**config.mk**
```make
export PLATFORM = sky130hd
export DESIGN_NAME = burst_loop_sequencer
export DESIGN_NICKNAME = d
export VERILOG_FILES = /design/src/rtl/bls_pkg.sv /design/src/rtl/bls_interval_timer.sv /design/src/rtl/bls_event_latch.sv /design/src/rtl/bls_switch_reg.sv /design/src/rtl/burst_loop_sequencer.sv
export SDC_FILE = /design/constraint.sdc
export NUM_CORES = 1
export LEC_CHECK = 0
export ABC_AREA = 0
export ABC_CLOCK_PERIOD_IN_PS = 1800
export BUFFER_PORTS_ARGS = -buffer_cell sky130_fd_sc_hd__buf_2
export CAP_MARGIN = 25
export CORE_MARGIN = 5
export CORE_UTILIZATION = 45
export CTS_CLUSTER_DIAMETER = 50
export DETAILED_ROUTE_END_ITERATION = 7
export HOLD_SLACK_MARGIN = 0.06
export PLACE_DENSITY_LB_ADDON = 0.15
export SYNTH_ARGS = -nofsm -noshare
export SYNTH_HDL_FRONTEND = slang
export SYNTH_SLANG_ARGS = --single-unit
export TNS_END_PERCENT = 20
```
**constraint.sdc**
```tcl
create_clock -name clk -period 1.8 [get_ports clk]
set_input_delay 0.36 -clock clk [delete_from_list [all_inputs] [get_ports clk]]
set_output_delay 0.36 -clock clk [all_outputs]
set_load 0.01 [all_outputs]
```
**src/rtl/bls_pkg.sv**
```systemverilog
package bls_pkg;

    typedef enum logic [2:0] {
        PH_SETTLE   = 3'd0,
        PH_PREBIAS  = 3'd1,
        PH_HOMERISE = 3'd2,
        PH_LOOP     = 3'd3,
        PH_ENDHOLD  = 3'd4
    } phase_e;

    typedef struct packed {
        logic sample;
        logic preset;
        logic clamp;
        logic integ;
        logic feedback;
    } sw_t;

    localparam sw_t SW_PREBIAS_PAT = '{sample: 1'b1, preset: 1'b1, clamp: 1'b1, integ: 1'b0, feedback: 1'b0};

    function automatic sw_t pattern_of(phase_e p);
        sw_t s;
        case (p)
            PH_SETTLE:   s = SW_PREBIAS_PAT;
            PH_PREBIAS:  s = '{sample: 1'b0, preset: 1'b1, clamp: 1'b1, integ: 1'b0, feedback: 1'b0};
            PH_HOMERISE: s = '{sample: 1'b0, preset: 1'b1, clamp: 1'b0, integ: 1'b1, feedback: 1'b0};
            PH_LOOP:     s = '{sample: 1'b0, preset: 1'b0, clamp: 1'b0, integ: 1'b1, feedback: 1'b1};
            PH_ENDHOLD:  s = SW_PREBIAS_PAT;
            default:     s = SW_PREBIAS_PAT;
        endcase
        return s;
    endfunction

endpackage

```
**src/rtl/bls_interval_timer.sv**
```systemverilog
module bls_interval_timer #(
    parameter int LIMIT = 4
) (
    input  logic clk,
    input  logic rst_n,
    input  logic run,
    output logic done
);
    localparam int W = (LIMIT < 1) ? 1 : $clog2(LIMIT + 1);
    localparam logic [W-1:0] LAST = W'((LIMIT < 1) ? 0 : LIMIT - 1);

    logic [W-1:0] cnt_q;

    always_ff @(posedge clk or negedge rst_n) begin
        if (!rst_n) begin
            cnt_q <= '0;
        end else if (run) begin
            cnt_q <= cnt_q + W'(1);
        end else begin
            cnt_q <= '0;
        end
    end

    assign done = run && (cnt_q == LAST);

    // a running interval never counts past its last cycle
    a_r5_timer_bounded: assert property (@(posedge clk) disable iff (!rst_n)
        run |-> (cnt_q <= LAST));

    // an idle timer restarts from zero
    a_r2_timer_restart: assert property (@(posedge clk) disable iff (!rst_n)
        !run |=> (cnt_q == '0));

endmodule

```
**src/rtl/bls_event_latch.sv**
```systemverilog
module bls_event_latch (
    input  logic clk,
    input  logic rst_n,
    input  logic arm,
    input  logic evt,
    output logic hit
);
    logic hit_q;

    always_ff @(posedge clk or negedge rst_n) begin
        if (!rst_n) begin
            hit_q <= 1'b0;
        end else if (arm && evt) begin
            hit_q <= 1'b1;
        end
    end

    assign hit = hit_q;

    // an event that arrives while disarmed is not captured
    a_r3_no_unarmed_capture: assert property (@(posedge clk) disable iff (!rst_n)
        (!arm && !hit_q) |=> !hit_q);

    // once captured, the event stays captured for the burst
    a_r4_capture_sticky: assert property (@(posedge clk) disable iff (!rst_n)
        hit_q |=> hit_q);

endmodule

```
**src/rtl/bls_switch_reg.sv**
```systemverilog
module bls_switch_reg
    import bls_pkg::*;
(
    input  logic   clk,
    input  logic   rst_n,
    input  phase_e next_phase,
    output sw_t    sw_q
);
    always_ff @(posedge clk or negedge rst_n) begin
        if (!rst_n) begin
            sw_q <= SW_PREBIAS_PAT;
        end else begin
            sw_q <= pattern_of(next_phase);
        end
    end

    // the clamp and the integrator drive are never closed together
    a_r9_clamp_drive_exclusive: assert property (@(posedge clk) disable iff (!rst_n)
        !(sw_q.clamp && sw_q.integ));

    // offset sampling and loop feedback are never closed together
    a_r9_sample_feedback_exclusive: assert property (@(posedge clk) disable iff (!rst_n)
        sw_q.sample |-> !sw_q.feedback);

endmodule

```
**src/rtl/burst_loop_sequencer.sv**
```systemverilog
module burst_loop_sequencer
    import bls_pkg::*;
#(
    parameter int CLK_KHZ   = 125000,
    parameter int SETTLE_NS = 45000,
    parameter int HOME_NS   = 2000
) (
    input  logic       clk,
    input  logic       rst_n,
    input  logic       ramp_start_i,
    input  logic       below_home_i,
    output logic       sw_sample_o,
    output logic       sw_preset_o,
    output logic       sw_clamp_o,
    output logic       sw_integ_o,
    output logic       sw_feedback_o,
    output logic [2:0] phase_o
);
    localparam longint SETTLE_RAW = (longint'(CLK_KHZ) * longint'(SETTLE_NS)) / 64'sd1000000;
    localparam longint HOME_RAW   = (longint'(CLK_KHZ) * longint'(HOME_NS)) / 64'sd1000000;
    localparam int SETTLE_CYC = (SETTLE_RAW < 1) ? 1 : int'(SETTLE_RAW);
    localparam int HOME_CYC   = (HOME_RAW < 1) ? 1 : int'(HOME_RAW);

    phase_e state_q;
    phase_e state_d;
    sw_t    sw_q;
    logic   settle_done;
    logic   home_done;
    logic   ramp_hit;

    bls_interval_timer #(.LIMIT(SETTLE_CYC)) u_settle_timer (
        .clk   (clk),
        .rst_n (rst_n),
        .run   (state_q == PH_SETTLE),
        .done  (settle_done)
    );

    bls_interval_timer #(.LIMIT(HOME_CYC)) u_home_timer (
        .clk   (clk),
        .rst_n (rst_n),
        .run   (state_q == PH_HOMERISE),
        .done  (home_done)
    );

    bls_event_latch u_ramp_latch (
        .clk   (clk),
        .rst_n (rst_n),
        .arm   (state_q == PH_PREBIAS),
        .evt   (ramp_start_i),
        .hit   (ramp_hit)
    );

    // next-state logic
    always_comb begin
        state_d = state_q;
        unique case (state_q)
            PH_SETTLE:   if (settle_done)  state_d = PH_PREBIAS;   // settle-done
            PH_PREBIAS:  if (ramp_hit)     state_d = PH_HOMERISE;  // ramp-seen
            PH_HOMERISE: if (home_done)    state_d = PH_LOOP;      // home-done
            PH_LOOP:     if (below_home_i) state_d = PH_ENDHOLD;   // burst-end
            PH_ENDHOLD:                    state_d = PH_ENDHOLD;
            default:                       state_d = PH_ENDHOLD;
        endcase
    end

    // state register
    always_ff @(posedge clk or negedge rst_n) begin
        if (!rst_n) begin
            state_q <= PH_SETTLE;
        end else begin
            state_q <= state_d;
        end
    end

    // outputs: the switch register loads from the same next state
    bls_switch_reg u_switches (
        .clk        (clk),
        .rst_n      (rst_n),
        .next_phase (state_d),
        .sw_q       (sw_q)
    );

    assign sw_sample_o   = sw_q.sample;
    assign sw_preset_o   = sw_q.preset;
    assign sw_clamp_o    = sw_q.clamp;
    assign sw_integ_o    = sw_q.integ;
    assign sw_feedback_o = sw_q.feedback;
    assign phase_o       = state_q;

    // SETTLE can only stay or move to PREBIAS
    a_r2_settle_exit: assert property (@(posedge clk) disable iff (!rst_n)
        (state_q == PH_SETTLE) |=> (state_q == PH_SETTLE || state_q == PH_PREBIAS));

    // PREBIAS holds until the ramp event is latched
    a_r4_wait_for_ramp: assert property (@(posedge clk) disable iff (!rst_n)
        (state_q == PH_PREBIAS && !ramp_hit) |=> (state_q == PH_PREBIAS));

    // no early jump to ENDHOLD
    a_r6_no_early_end: assert property (@(posedge clk) disable iff (!rst_n)
        (state_q == PH_SETTLE || state_q == PH_PREBIAS || state_q == PH_HOMERISE)
        |=> (state_q != PH_ENDHOLD));

    // below-home in LOOP ends the burst
    a_r7_burst_end: assert property (@(posedge clk) disable iff (!rst_n)
        (state_q == PH_LOOP && below_home_i) |=> (state_q == PH_ENDHOLD));

    // ENDHOLD is held with a steady pattern
    a_r8_end_sticky: assert property (@(posedge clk) disable iff (!rst_n)
        (state_q == PH_ENDHOLD) |=> (state_q == PH_ENDHOLD && $stable(sw_q)));

    // the switch register always matches the reported phase
    a_r9_pattern_matches: assert property (@(posedge clk) disable iff (!rst_n)
        sw_q == pattern_of(state_q));

endmodule

```
==> qor.csv, run 1 <==
stage,metric,value,unit
flow_run,max-cap violations,0,
placement,Setup Slack @ Placement,0.338,ns
synthesis,post-synthesis register bit count,30,
critical_path,Setup crit start kind,flop,
detailed_routing,via density per instance,5.28,
global_route,initial antenna violation count,0,
floorplanning,core area,2810,µm²
sta,setup repair after global routing missed its margin,no,
critical_path,"Worst Path Class, Setup",reg2reg,
synthesis,net count of the mapped netlist,138,
detailed_routing,Total Routed Length,2380,µm
sta,Worst Tran Pin Value,0.648,ns
placement,port bufs,11,
global_route,Tot GR Track Use,13.7,%
global_route,maximum number of pins on one net before global-route repair,31,
clocking,buffer levels on the longest clock path,2,
critical_path,series of cell instances along the critical path,or3b_1 -> or3_1 -> o21ai_0 -> or2_1,
critical_path,highest fanout seen on the critical path,8,
final_layout,number of antenna cells inserted,0,
synthesis,Synth area leaders,"dfrtp_1, dfstp_2, nor2_1, xor2_1, ha_1",
floorplanning,Initial Util,48.1,%
synthesis,Synth Flop Type,dfrtp_1,
clocking,CTS Sinks,30,
critical_path,dominant delay contributor by cell family on the critical path,simple AND/OR/NAND/NOR gates,
sta,number of setup violations in the final report,0,
sta,final critical-path required period,1.49,ns
synthesis,register area share after synthesis,55.9,%
critical_path,worst path buffer plus inverter count,0,
final_layout,number of filler cells placed in the layout,252,
sta,pins over their slew limit,0,
global_route,via count of the first global-routing pass,962,
floorplanning,Die Wd,64.8,µm
sta,Final Hold Vio Count,0,
min_path,type of the most critical hold path,in2reg,
detailed_routing,DRT Pass-1 Iters,4,
global_route,total overflow reported by the global router,0,
final_layout,utilization after layout,53.8,%
detailed_routing,wire per inst,13.2,µm
clocking,root buffer selected by CTS,clkbuf_4,
clocking,number of buffers created by CTS,5,
floorplanning,Die Outline Area,4200,µm²
final_layout,area growth from synthesis to final layout,11.9,%
critical_path,endpoint class of the critical path,flop,
synthesis,Unique masters post-synth,32,
power,pwr/cell area,876,nW/µm²
detailed_routing,remaining antenna violation count after routing,0,
critical_path,"Largest stage delay, worst path",0.46,ns
synthesis,most common cell in the netlist,dfrtp_1,
clocking,post-CTS clock slew at the launch and capture registers of the worst setup and hold paths,0.09,ns
detailed_routing,count of routing violations after the opening detailed-route iteration,85,
global_route,global-route wire length before repair,4320,µm
final_layout,layout cell share with drive strength beyond 1,18.8,%
power,static leakage,0.703,nW
clocking,number of buffers added for setup after CTS,0,
sta,final clock skew,0.0112,ns
critical_path,Critical Path RT,2.07,ns
synthesis,average footprint of a synthesized cell,10.4,µm²
synthesis,cell taking the most area after synthesis,dfrtp_1,
synthesis,fraction of synthesized cell area taken by the top area cell type,50.0,%
clocking,Max H-tree Level,2,
clocking,TritonCTS clock tree,done,
sta,sum of negative setup slack,0,ns
detailed_routing,number of vias after detailed routing,950,
sta,worst setup slack after layout,0.313,ns
sta,ratio of final minimum period to clock period,82.6,%
clocking,insertion delay to the later sink of the worst-skew pair,0.32,ns
synthesis,Post-Syn Area,1350,µm²
detailed_routing,total DRC errors in the routed layout,0,
run_status,result of the run,finished clean,
floorplanning,number of top-level pins,12,
placement,placer's final routability congestion estimate,0.826,
final_layout,final net count,156,
synthesis,"Async S/R FF share, synth",100,%
synthesis,number of flops mapped to enable cells by yosys,0,
critical_path,Critical-path top delay cell,dfrtp_1,
critical_path,arrival time of data at the critical path endpoint,1.76,ns
synthesis,total number of yosys warnings,0,
power,worst-case vdd ir drop,0.423,mV
synthesis,most instantiated cells after synthesis,"dfrtp_1, nor2_1, nand2_1, nand3_1, xor2_1",
sta,slew margin rel.,56.8,%
floorplanning,height of the die,64.8,µm
power,post-layout total power,1.32,mW
placement,half-perimeter wire length of the detailed placement result,1640,µm
sta,maximum frequency from static timing analysis,672,MHz
floorplanning,Rows,19,
synthesis,count of mapped cells out of synthesis,130,
## stage by stage
stage | std cells | cell area (µm²) | hold slack [ns]
5_1_grt | 180 | 1510 | 0.246
4_1_cts | 180 | 1510 | 0.247
6_report | 180 | 1510 | 0.267
3_3_place_gp | 171 | 1440 | 0.425
2_1_floorplan | 130 | 1350 | 0.0644
3_5_place_dp | 171 | 1440 | 0.430
## final timing paths
kind	from	to	slack (ns)	depth (start not counted)
max reg2reg	phase_o[1]	phase_o[0]	0.31	4
max in group asynchronous	rst_n	u_home_timer.cnt_q[1]	0.78	2
min reg2reg	u_ramp_latch.hit	u_ramp_latch.hit	0.48	1
max	phase_o[1]	phase_o[0]	0.31	4
min	ramp_start_i	u_ramp_latch.hit	0.27	2
min in group asynchronous	rst_n	u_ramp_latch.hit	0.59	2
## final cells by class
cell class / instances / area, µm² / share of cell area (%)
sequential: 30 / 754 / 50.0
tap: 31 / 38.8 / 2.57
clock buffer: 7 / 55.1 / 3.65
clock inverter: 1 / 5.00 / 0.331
timing repair buffer: 14 / 80.1 / 5.30
inverter: 7 / 26.3 / 1.74
multi-input combinational: 90 / 551 / 36.5
## flip-flops by register name (all words and copies together) (netlist names)
signal,cells
u_settle_timer.cnt_q,13
phase_o,3
u_switches.sw_q,5
u_ramp_latch.hit,1
u_home_timer.cnt_q,8
## layout by cell type, fill, tap and decap left out, drive strengths merged
| cell | synthesis | layout |
|---|---|---|
| clkbuf | 2 | 7 |
| and2b | 1 | 1 |
| or3 | 6 | 6 |
| nor4b | 1 | 1 |
| ha | 4 | 4 |
| o21bai | 1 | 1 |
| nor3b | 1 | 1 |
| nand2 | 8 | 8 |
| dfstp | 3 | 3 |
| o21ai | 5 | 5 |
| nor2 | 20 | 20 |
| nor2b | 1 | 1 |
| or2 | 1 | 1 |
| xor2 | 8 | 8 |
| or3b | 1 | 1 |
| and3 | 4 | 4 |
| nand3 | 8 | 8 |
| clkinv | 0 | 1 |
| nand3b | 2 | 2 |
| dfrtp | 27 | 27 |
| dlygate4sd3 | 0 | 1 |
| a31o | 1 | 1 |
| xnor2 | 5 | 5 |
| inv | 7 | 7 |
| nor4 | 1 | 1 |
| buf | 1 | 13 |
| and4 | 1 | 1 |
| nor3 | 1 | 1 |
| and2 | 1 | 1 |
| a21oi | 4 | 4 |
| nand4 | 3 | 3 |
| a22oi | 1 | 1 |
## routing by layer
layer / global-route usage, % / wire length, µm / share of wire [%] / vias up
met5: 0 / 0 / 0 / -
met4: 8.71 / 70 / 2.9 / 0
met3: 4.32 / 130 / 5.5 / 6
met2: 20.1 / 1010 / 43 / 21
met1: 17.6 / 1160 / 49 / 457
li1: - / - / - / 466
## cell families after synthesis
kind of cell	after synthesis	synth area share, %
DFF	30	55.9
xor gates and xnor gates	13	8.43
and+or+nand+nor	61	23.5
AOI/OAI and AO/OA	12	5.10
buffers and inverters	10	3.34
adders and majority gates	4	3.71
## worst reg2reg max path, stage by stage (launching register included)
cell and delay, ns:
dfrtp_1 0.46, or3b_1 0.40, or3_1 0.37, o21ai_0 0.08, or2_1 0.12
## timing repair
item                      4_1_cts  5_1_grt
resized for setup               0        0
hold buffers                    1        0
hold endpoints to repair        1        0
## power breakdown
part / switching [mW] / internal (mW) / total (mW)
logic: 0.0780 / 0.0583 / 0.136
clock network: 0.230 / 0.189 / 0.419
registers: 0.0494 / 0.717 / 0.767
No activity file was read; power rests on OpenSTA's default activity.
==> run 2, diff against run 1 <==
ABC_AREA = 1   (was 0)
ABC_CLOCK_PERIOD_IN_PS = 1400   (was 1800)
clock period = 1.4 ns   (was 1.8 ns; I/O delays follow)
==> run 2 against run 1 <==
- routed wire length up 15%
- sequential share of layout area down 5.2 points
- total power rose by 12%
- non-clock buffer count increased by 1
- combinational power decreased by 57%
- global-route usage up 1.1 points
- largest cell class unchanged
==> qor.csv, run 2 <==
stage,metric,value,unit,change
run_status,result of the run,finished clean,,unchanged
synthesis,Synth Flop Type,dfrtp_1,,unchanged
synthesis,"share of synthesized cell area in full adder, half adder and majority cells",3.39,%,was 3.71%
clocking,number of buffers created by CTS,5,,unchanged
global_route,global-route wire length before repair,5020,µm,was 4320 µm
min_path,type of the most critical hold path,in2reg,,unchanged
synthesis,Unique masters post-synth,23,,was 32
final_layout,cell area after layout,1690,µm²,was 1510 µm²
final_layout,area growth from synthesis to final layout,14.2,%,was 11.9%
floorplanning,core area,3100,µm²,was 2810 µm²
synthesis,net count of the mapped netlist,188,,was 138
placement,port bufs,11,,unchanged
power,switching component of the power,0.340,mW,was 0.358 mW
critical_path,highest fanout seen on the critical path,6,,was 8
detailed_routing,total DRC errors in the routed layout,0,,unchanged
critical_path,dominant delay contributor by cell family on the critical path,flip-flops,,was simple AND/OR/NAND/NOR gates
sta,pins over their slew limit,0,,unchanged
clocking,Max H-tree Level,2,,unchanged
critical_path,series of cell instances along the critical path,buf_2,,was or3b_1 -> or3_1 -> o21ai_0 -> or2_1
detailed_routing,Total Routed Length,2740,µm,was 2380 µm
sta,smallest hold slack,0.156,ns,was 0.267 ns
floorplanning,Initial Util,47.5,%,was 48.1%
critical_path,"Largest stage delay, worst path",0.51,ns,was 0.46 ns
sta,setup repair after global routing missed its margin,no,,unchanged
global_route,total overflow reported by the global router,0,,unchanged
critical_path,Critical-path top delay cell,dfrtp_1,,unchanged
power,Comb power frac,4.0,%,was 10.3%
power,clock network fraction of design power,36.6,%,was 31.7%
floorplanning,Die Outline Area,4520,µm²,was 4200 µm²
floorplanning,number of top-level pins,12,,unchanged
detailed_routing,via density per instance,4.84,,was 5.28
critical_path,worst path buffer plus inverter count,1,,was 0
critical_path,endpoint class of the critical path,primary output,,was flop
sta,final critical-path required period,1.29,ns,
placement,placer's final routability congestion estimate,0.839,,was 0.826
sta,slew margin rel.,75.7,%,was 56.8%
clocking,insertion delay to the later sink of the worst-skew pair,0.32,ns,about the same
final_layout,layout cell share with drive strength beyond 1,17.3,%,was 18.8%
detailed_routing,remaining antenna violation count after routing,0,,unchanged
detailed_routing,wire per inst,11.1,µm,was 13.2 µm
synthesis,"Async S/R FF share, synth",100,%,unchanged
synthesis,register area share after synthesis,51.1,%,was 55.9%
sta,Worst Tran Pin Value,0.365,ns,was 0.648 ns
detailed_routing,number of vias after detailed routing,1191,,was 950
sta,ratio of final minimum period to clock period,92.2,%,
critical_path,Setup crit start kind,flop,,unchanged
critical_path,"Worst Path Class, Setup",reg2out,,was reg2reg
power,static leakage,0.767,nW,was 0.703 nW
critical_path,Critical Path RT,1.12,ns,was 2.07 ns
synthesis,"post-synthesis share of cell area spent on and, or, nand and nor gates",30.4,%,was 23.5%
synthesis,Post-Syn Area,1480,µm²,was 1350 µm²
global_route,maximum number of pins on one net before global-route repair,17,,was 31
synthesis,number of flops mapped to enable cells by yosys,0,,unchanged
final_layout,final net count,209,,was 156
floorplanning,Die Wd,67.3,µm,was 64.8 µm
synthesis,count of mapped cells out of synthesis,180,,was 130
global_route,initial antenna violation count,0,,unchanged
floorplanning,Rows,20,,was 19
clocking,root buffer selected by CTS,clkbuf_4,,unchanged
power,sequential fraction of design power,59.4,%,was 58.0%
global_route,Tot GR Track Use,14.9,%,was 13.7%
clocking,buffer levels on the longest clock path,2,,unchanged
sta,sum of negative setup slack,0,ns,unchanged
final_layout,most flop-heavy register,u_settle_timer.cnt_q,,unchanged
synthesis,proportion of synthesized area in mux cells,0,%,unchanged
clocking,post-CTS clock slew at the launch and capture registers of the worst setup and hold paths,0.09,ns,about the same
placement,number of cells after detailed placement,236,,was 171
final_layout,number of filler cells placed in the layout,290,,was 252
placement,area of placed instances,1610,µm²,was 1440 µm²
final_layout,number of antenna cells inserted,0,,unchanged
clocking,CTS Sinks,30,,unchanged
final_layout,"most common cell after layout, fill and taps aside",nand2_1,,was dfrtp_1
sta,Final Hold Vio Count,0,,unchanged
sta,maximum frequency from static timing analysis,775,MHz,
floorplanning,height of the die,67.3,µm,was 64.8 µm
final_layout,Largest register FFs,13,,unchanged
power,switching portion of total power,23.0,%,was 27.0%
flow_run,max-cap violations,0,,unchanged
power,worst-case vdd ir drop,0.495,mV,was 0.423 mV
synthesis,most common cell in the netlist,nand2_1,,was dfrtp_1
power,cell-internal power,1.14,mW,was 0.965 mW
synthesis,cell taking the most area after synthesis,dfrtp_1,,unchanged
power,pwr/cell area,876,nW/µm²,about the same
detailed_routing,count of routing violations after the opening detailed-route iteration,37,,was 85
detailed_routing,DRT Pass-1 Iters,4,,unchanged
synthesis,Synth area leaders,"dfrtp_1, nand2_1, nor2_1, inv_1, dfstp_2",,"was dfrtp_1, dfstp_2, nor2_1, xor2_1, ha_1"
synthesis,average footprint of a synthesized cell,8.20,µm²,was 10.4 µm²
synthesis,total number of yosys warnings,0,,unchanged
synthesis,dominant combinational cell family by area after synthesis,simple AND/OR/NAND/NOR gates,,unchanged
critical_path,arrival time of data at the critical path endpoint,1.01,ns,was 1.76 ns
final_layout,post-route non-filler standard cell count,246,,was 180
synthesis,fraction of synthesized cell area taken by the top area cell type,45.8,%,was 50.0%
placement,half-perimeter wire length of the detailed placement result,2060,µm,was 1640 µm
clocking,TritonCTS clock tree,done,,unchanged
final_layout,registers with the highest flip-flop counts,"u_settle_timer.cnt_q (13), u_home_timer.cnt_q (8), u_switches.sw_q (5)",,unchanged
synthesis,xor-xnor portion of the synthesized cell area,0.594,%,was 8.43%
sta,number of setup violations in the final report,0,,unchanged
final_layout,"commonest cells after routing, fill and taps aside","nand2_1, nor2_1, dfrtp_1",,"was dfrtp_1, nor2_1, buf_2"
global_route,via count of the first global-routing pass,1111,,was 962
synthesis,most instantiated cells after synthesis,"nand2_1, nor2_1, dfrtp_1, inv_1",,"was dfrtp_1, nor2_1, nand2_1, nand3_1, xor2_1"
power,post-layout total power,1.48,mW,was 1.32 mW
sta,final clock skew,0.0118,ns,was 0.0112 ns
synthesis,area fraction in compound gates after synthesis,6.96,%,was 5.10%
synthesis,post-synthesis register bit count,30,,unchanged
run 2: cell count changes after synthesis, sizes merged, moves of 4 or more:
cell and change:
a21oi +5, and3 -4, inv +21, nand2 +30, nor2 +15, nor3 +8, or3 -6, xnor2 -5
xor2 -7
run 2: final timing paths:
path | end | depth (start not counted) | startpoint | slack (ns)
hold reg to reg | u_ramp_latch.hit | 2 | u_ramp_latch.hit | 0.51
max in group asynchronous | u_switches.sw_q[2] | 3 | rst_n | 0.52
hold / removal | u_ramp_latch.hit | 3 | ramp_start_i | 0.16
min in group asynchronous | u_settle_timer.cnt_q[1] | 2 | rst_n | 0.39
setup reg to reg | u_settle_timer.cnt_q[12] | 6 | u_settle_timer.cnt_q[1] | 0.13
setup / recovery | phase_o[2] | 1 | phase_o[2] | 0.11
run 2: logic make-up (layout without fill, tap and decap cells):
logic type | Yosys count | in the layout
buffers and inverters | 29 | 51
AO/OA/AOI/OAI | 19 | 19
AND/OR/NAND/NOR | 97 | 97
XOR/XNOR | 1 | 1
flip-flops | 30 | 30
adder cells (fa/ha/maj) | 4 | 4
run 2: timing repair:
item	CTS	global route
setup endpoints to repair	0	1
hold buffers	1	0
hold endpoints to repair	14	0
resized for setup	0	1
setup buffers	0	1
run 2: routing by layer:
layer	global-route usage [%]	up-vias	part of all wire [%]
met3	5.16	2	4.5
met4	4.05	0	0.55
met1	20.6	557	52
met5	0	-	0
li1	-	611	-
met2	22.1	21	43
run 2: final cells by class:
class / instances / area (µm²) / area share, %
timing repair buffer: 15 / 100 / 5.94
multi-input combinational: 121 / 611 / 36.2
inverter: 28 / 105 / 6.24
clock inverter: 1 / 5.00 / 0.297
tap: 44 / 55.1 / 3.27
sequential: 30 / 754 / 44.8
clock buffer: 7 / 55.1 / 3.27
run 2: worst min-delay path: stages:
cell	delay, ns
buf_2	0.08
nand2_1	0.04
nand2_1	0.04
run 2: metrics by stage:
stage                     worst slack, ns  utilization [%]
final                               0.109             54.3
after global routing               0.0285             54.3
after CTS                          0.0806             54.1
after detailed placement            0.110             51.8
after global placement              0.166             51.8
after floorplan                     0.247                -
run 2: power by group through the flow:
| stage | combinational (mW) | sequential, mW | clock [mW] |
|---|---|---|---|
| 5_1_grt | 0.0681 | 0.878 | 0.620 |
| 3_5_place_dp | 0.0554 | 0.894 | 0 |
| 4_1_cts | 0.0583 | 0.878 | 0.569 |
| 2_1_floorplan | 0.0182 | 0.894 | 0 |
| 3_3_place_gp | 0.0546 | 0.894 | 0 |
| 6_report | 0.0590 | 0.877 | 0.540 |
==> run 3, diff against run 2 <==
ABC_CLOCK_PERIOD_IN_PS = 1500   (was 1400)
clock period = 1.5 ns   (was 1.4 ns; I/O delays follow)
==> run 3 against run 2 <==
- cell count stayed put
- clock-buffer cell count did not move
- setup slack improved by 0.058 ns
- global-route usage grew 0.23 points
- highest routed layer unchanged
==> qor.csv, run 3 (synthesis results as in run 2) <==
stage,metric,value,unit,change
sta,setup repair after global routing missed its margin,no,,unchanged
detailed_routing,count of routing violations after the opening detailed-route iteration,60,,was 37
final_layout,area growth from synthesis to final layout,14.2,%,unchanged
global_route,total overflow reported by the global router,0,,unchanged
final_layout,post-route non-filler standard cell count,246,,unchanged
sta,final critical-path required period,1.33,ns,
floorplanning,Die Wd,67.3,µm,unchanged
detailed_routing,Total Routed Length,2840,µm,was 2740 µm
critical_path,"Largest stage delay, worst path",0.51,ns,about the same
final_layout,layout cell share with drive strength beyond 1,17.3,%,unchanged
detailed_routing,remaining antenna violation count after routing,0,,unchanged
floorplanning,Rows,20,,unchanged
critical_path,"Worst Path Class, Setup",reg2out,,unchanged
final_layout,"most common cell after layout, fill and taps aside",nand2_1,,unchanged
sta,sum of negative setup slack,0,ns,unchanged
sta,smallest hold slack,0.170,ns,was 0.156 ns
critical_path,worst reg2reg path depth,6,,unchanged
run_status,result of the run,finished clean,,unchanged
clocking,number of buffers created by CTS,5,,unchanged
global_route,global-route wire length before repair,5020,µm,about the same
placement,placer's final routability congestion estimate,0.789,,was 0.839
clocking,root buffer selected by CTS,clkbuf_4,,unchanged
global_route,initial antenna violation count,0,,unchanged
critical_path,reg-to-reg critical path endpoint,u_settle_timer.cnt_q[12],,unchanged
critical_path,dominant delay contributor by cell family on the critical path,flip-flops,,unchanged
placement,half-perimeter wire length of the detailed placement result,2210,µm,was 2060 µm
final_layout,number of antenna cells inserted,0,,unchanged
critical_path,Critical Path Source,phase_o[2],,unchanged
detailed_routing,number of vias after detailed routing,1194,,was 1191
final_layout,final net count,209,,unchanged
final_layout,most flop-heavy register,u_settle_timer.cnt_q,,unchanged
power,pwr/cell area,810,nW/µm²,was 876 nW/µm²
flow_run,max-cap violations,0,,unchanged
detailed_routing,wire per inst,11.5,µm,was 11.1 µm
sta,pins over their slew limit,0,,unchanged
global_route,maximum number of pins on one net before global-route repair,17,,unchanged
floorplanning,Die Outline Area,4520,µm²,unchanged
detailed_routing,via density per instance,4.85,,was 4.84
sta,Worst Tran Pin Value,0.367,ns,was 0.365 ns
clocking,number of buffers added for setup after CTS,0,,unchanged
detailed_routing,total DRC errors in the routed layout,0,,unchanged
floorplanning,Initial Util,47.5,%,unchanged
clocking,insertion delay to the later sink of the worst-skew pair,0.32,ns,about the same
power,post-layout total power,1.37,mW,was 1.48 mW
critical_path,worst path buffer plus inverter count,1,,unchanged
clocking,Max H-tree Level,2,,unchanged
placement,number of cells after detailed placement,237,,was 236
critical_path,launching point of the worst reg2reg path,u_settle_timer.cnt_q[0],,was u_settle_timer.cnt_q[1]
final_layout,"commonest cells after routing, fill and taps aside","nand2_1, nor2_1, dfrtp_1",,unchanged
sta,Final Hold Vio Count,0,,unchanged
floorplanning,number of top-level pins,12,,unchanged
final_layout,cell area after layout,1690,µm²,unchanged
clocking,buffer levels on the longest clock path,2,,unchanged
critical_path,series of cell instances along the critical path,buf_2,,unchanged
global_route,Tot GR Track Use,15.1,%,was 14.9%
global_route,via count of the first global-routing pass,1120,,was 1111
power,static leakage,0.768,nW,was 0.767 nW
critical_path,end of the critical path,phase_o[2],,unchanged
critical_path,Critical-path top delay cell,dfrtp_1,,unchanged
sta,number of setup violations in the final report,0,,unchanged
final_layout,area of the multi-input gates,611,µm²,unchanged
critical_path,arrival time of data at the critical path endpoint,1.03,ns,was 1.01 ns
final_layout,register area,754,µm²,unchanged
sta,slew margin rel.,75.5,%,was 75.7%
floorplanning,core area,3100,µm²,unchanged
critical_path,depth of the critical timing path with buffers and inverters included,1,,unchanged
final_layout,registers with the highest flip-flop counts,"u_settle_timer.cnt_q (13), u_home_timer.cnt_q (8), u_switches.sw_q (5)",,unchanged
clocking,TritonCTS clock tree,done,,unchanged
placement,area of placed instances,1620,µm²,was 1610 µm²
clocking,CTS Sinks,30,,unchanged
final_layout,Largest register FFs,13,,unchanged
placement,port bufs,11,,unchanged
critical_path,highest fanout seen on the critical path,6,,unchanged
critical_path,Critical Path RT,1.20,ns,was 1.12 ns
min_path,type of the most critical hold path,in2reg,,unchanged
critical_path,Setup crit start kind,flop,,unchanged
sta,maximum frequency from static timing analysis,750,MHz,
final_layout,number of filler cells placed in the layout,309,,was 290
clocking,post-CTS clock slew at the launch and capture registers of the worst setup and hold paths,0.09,ns,about the same
sta,ratio of final minimum period to clock period,88.9,%,
sta,final clock skew,0.00829,ns,was 0.0118 ns
critical_path,endpoint class of the critical path,primary output,,unchanged
floorplanning,height of the die,67.3,µm,unchanged
detailed_routing,DRT Pass-1 Iters,6,,was 4
critical_path,Register-to-Register Setup Slack,0.18,ns,was 0.13 ns
power,worst-case vdd ir drop,0.514,mV,was 0.495 mV
## run 3: report_power, final
group	switching, mW	internal (mW)
Combinational	0.0334	0.0193
Sequential	0.00610	0.812
Clock	0.267	0.227
## run 3: final cells by class
class / count / share of cell area, %
Clock buffer: 7 / 3.27
Clock inverter: 1 / 0.297
Inverter: 28 / 6.24
Multi-Input combinational cell: 121 / 36.2
Sequential cell: 30 / 44.8
Tap cell: 44 / 3.27
Timing Repair Buffer: 15 / 5.94
## run 3: stage by stage
stage	setup WS, ns	util (%)
after floorplan	0.347	-
after global placement	0.212	52.1
after detailed placement	0.220	52.1
after CTS	0.157	54.3
after global routing	0.0503	54.3
final	0.167	54.3
## run 3: metal layers
layer  global-route usage, %  wire length, µm
met3                    6.66              221
met5                       0                0
met4                    4.56               40
met1                    19.9             1360
met2                    22.3             1220
## run 3: tightest hold or removal path: cells and delay by family
kind,cells,cell delay (ns)
AND/OR/NAND/NOR,2,0.09
buffers and inverters,1,0.08
## run 3: worst min path at each step
| stage | from | to | slack [ns] | depth (start not counted) |
|---|---|---|---|---|
| final | ramp_start_i | u_ramp_latch.hit | 0.17 | 3 |
| after CTS | ramp_start_i | u_ramp_latch.hit | 0.16 | 3 |
| after global routing | ramp_start_i | u_ramp_latch.hit | 0.16 | 3 |
| after floorplan | rst_n | phase_o[0] | 0.004 | 0 |
| after global placement | rst_n | u_settle_timer.cnt_q[2] | 0.24 | 1 |
| after detailed placement | rst_n | u_settle_timer.cnt_q[2] | 0.25 | 1 |
## run 3: repair_timing
item                      CTS  global route
hold buffers                1             0
gates resized for setup     0             0
hold endpoints to repair   12             0
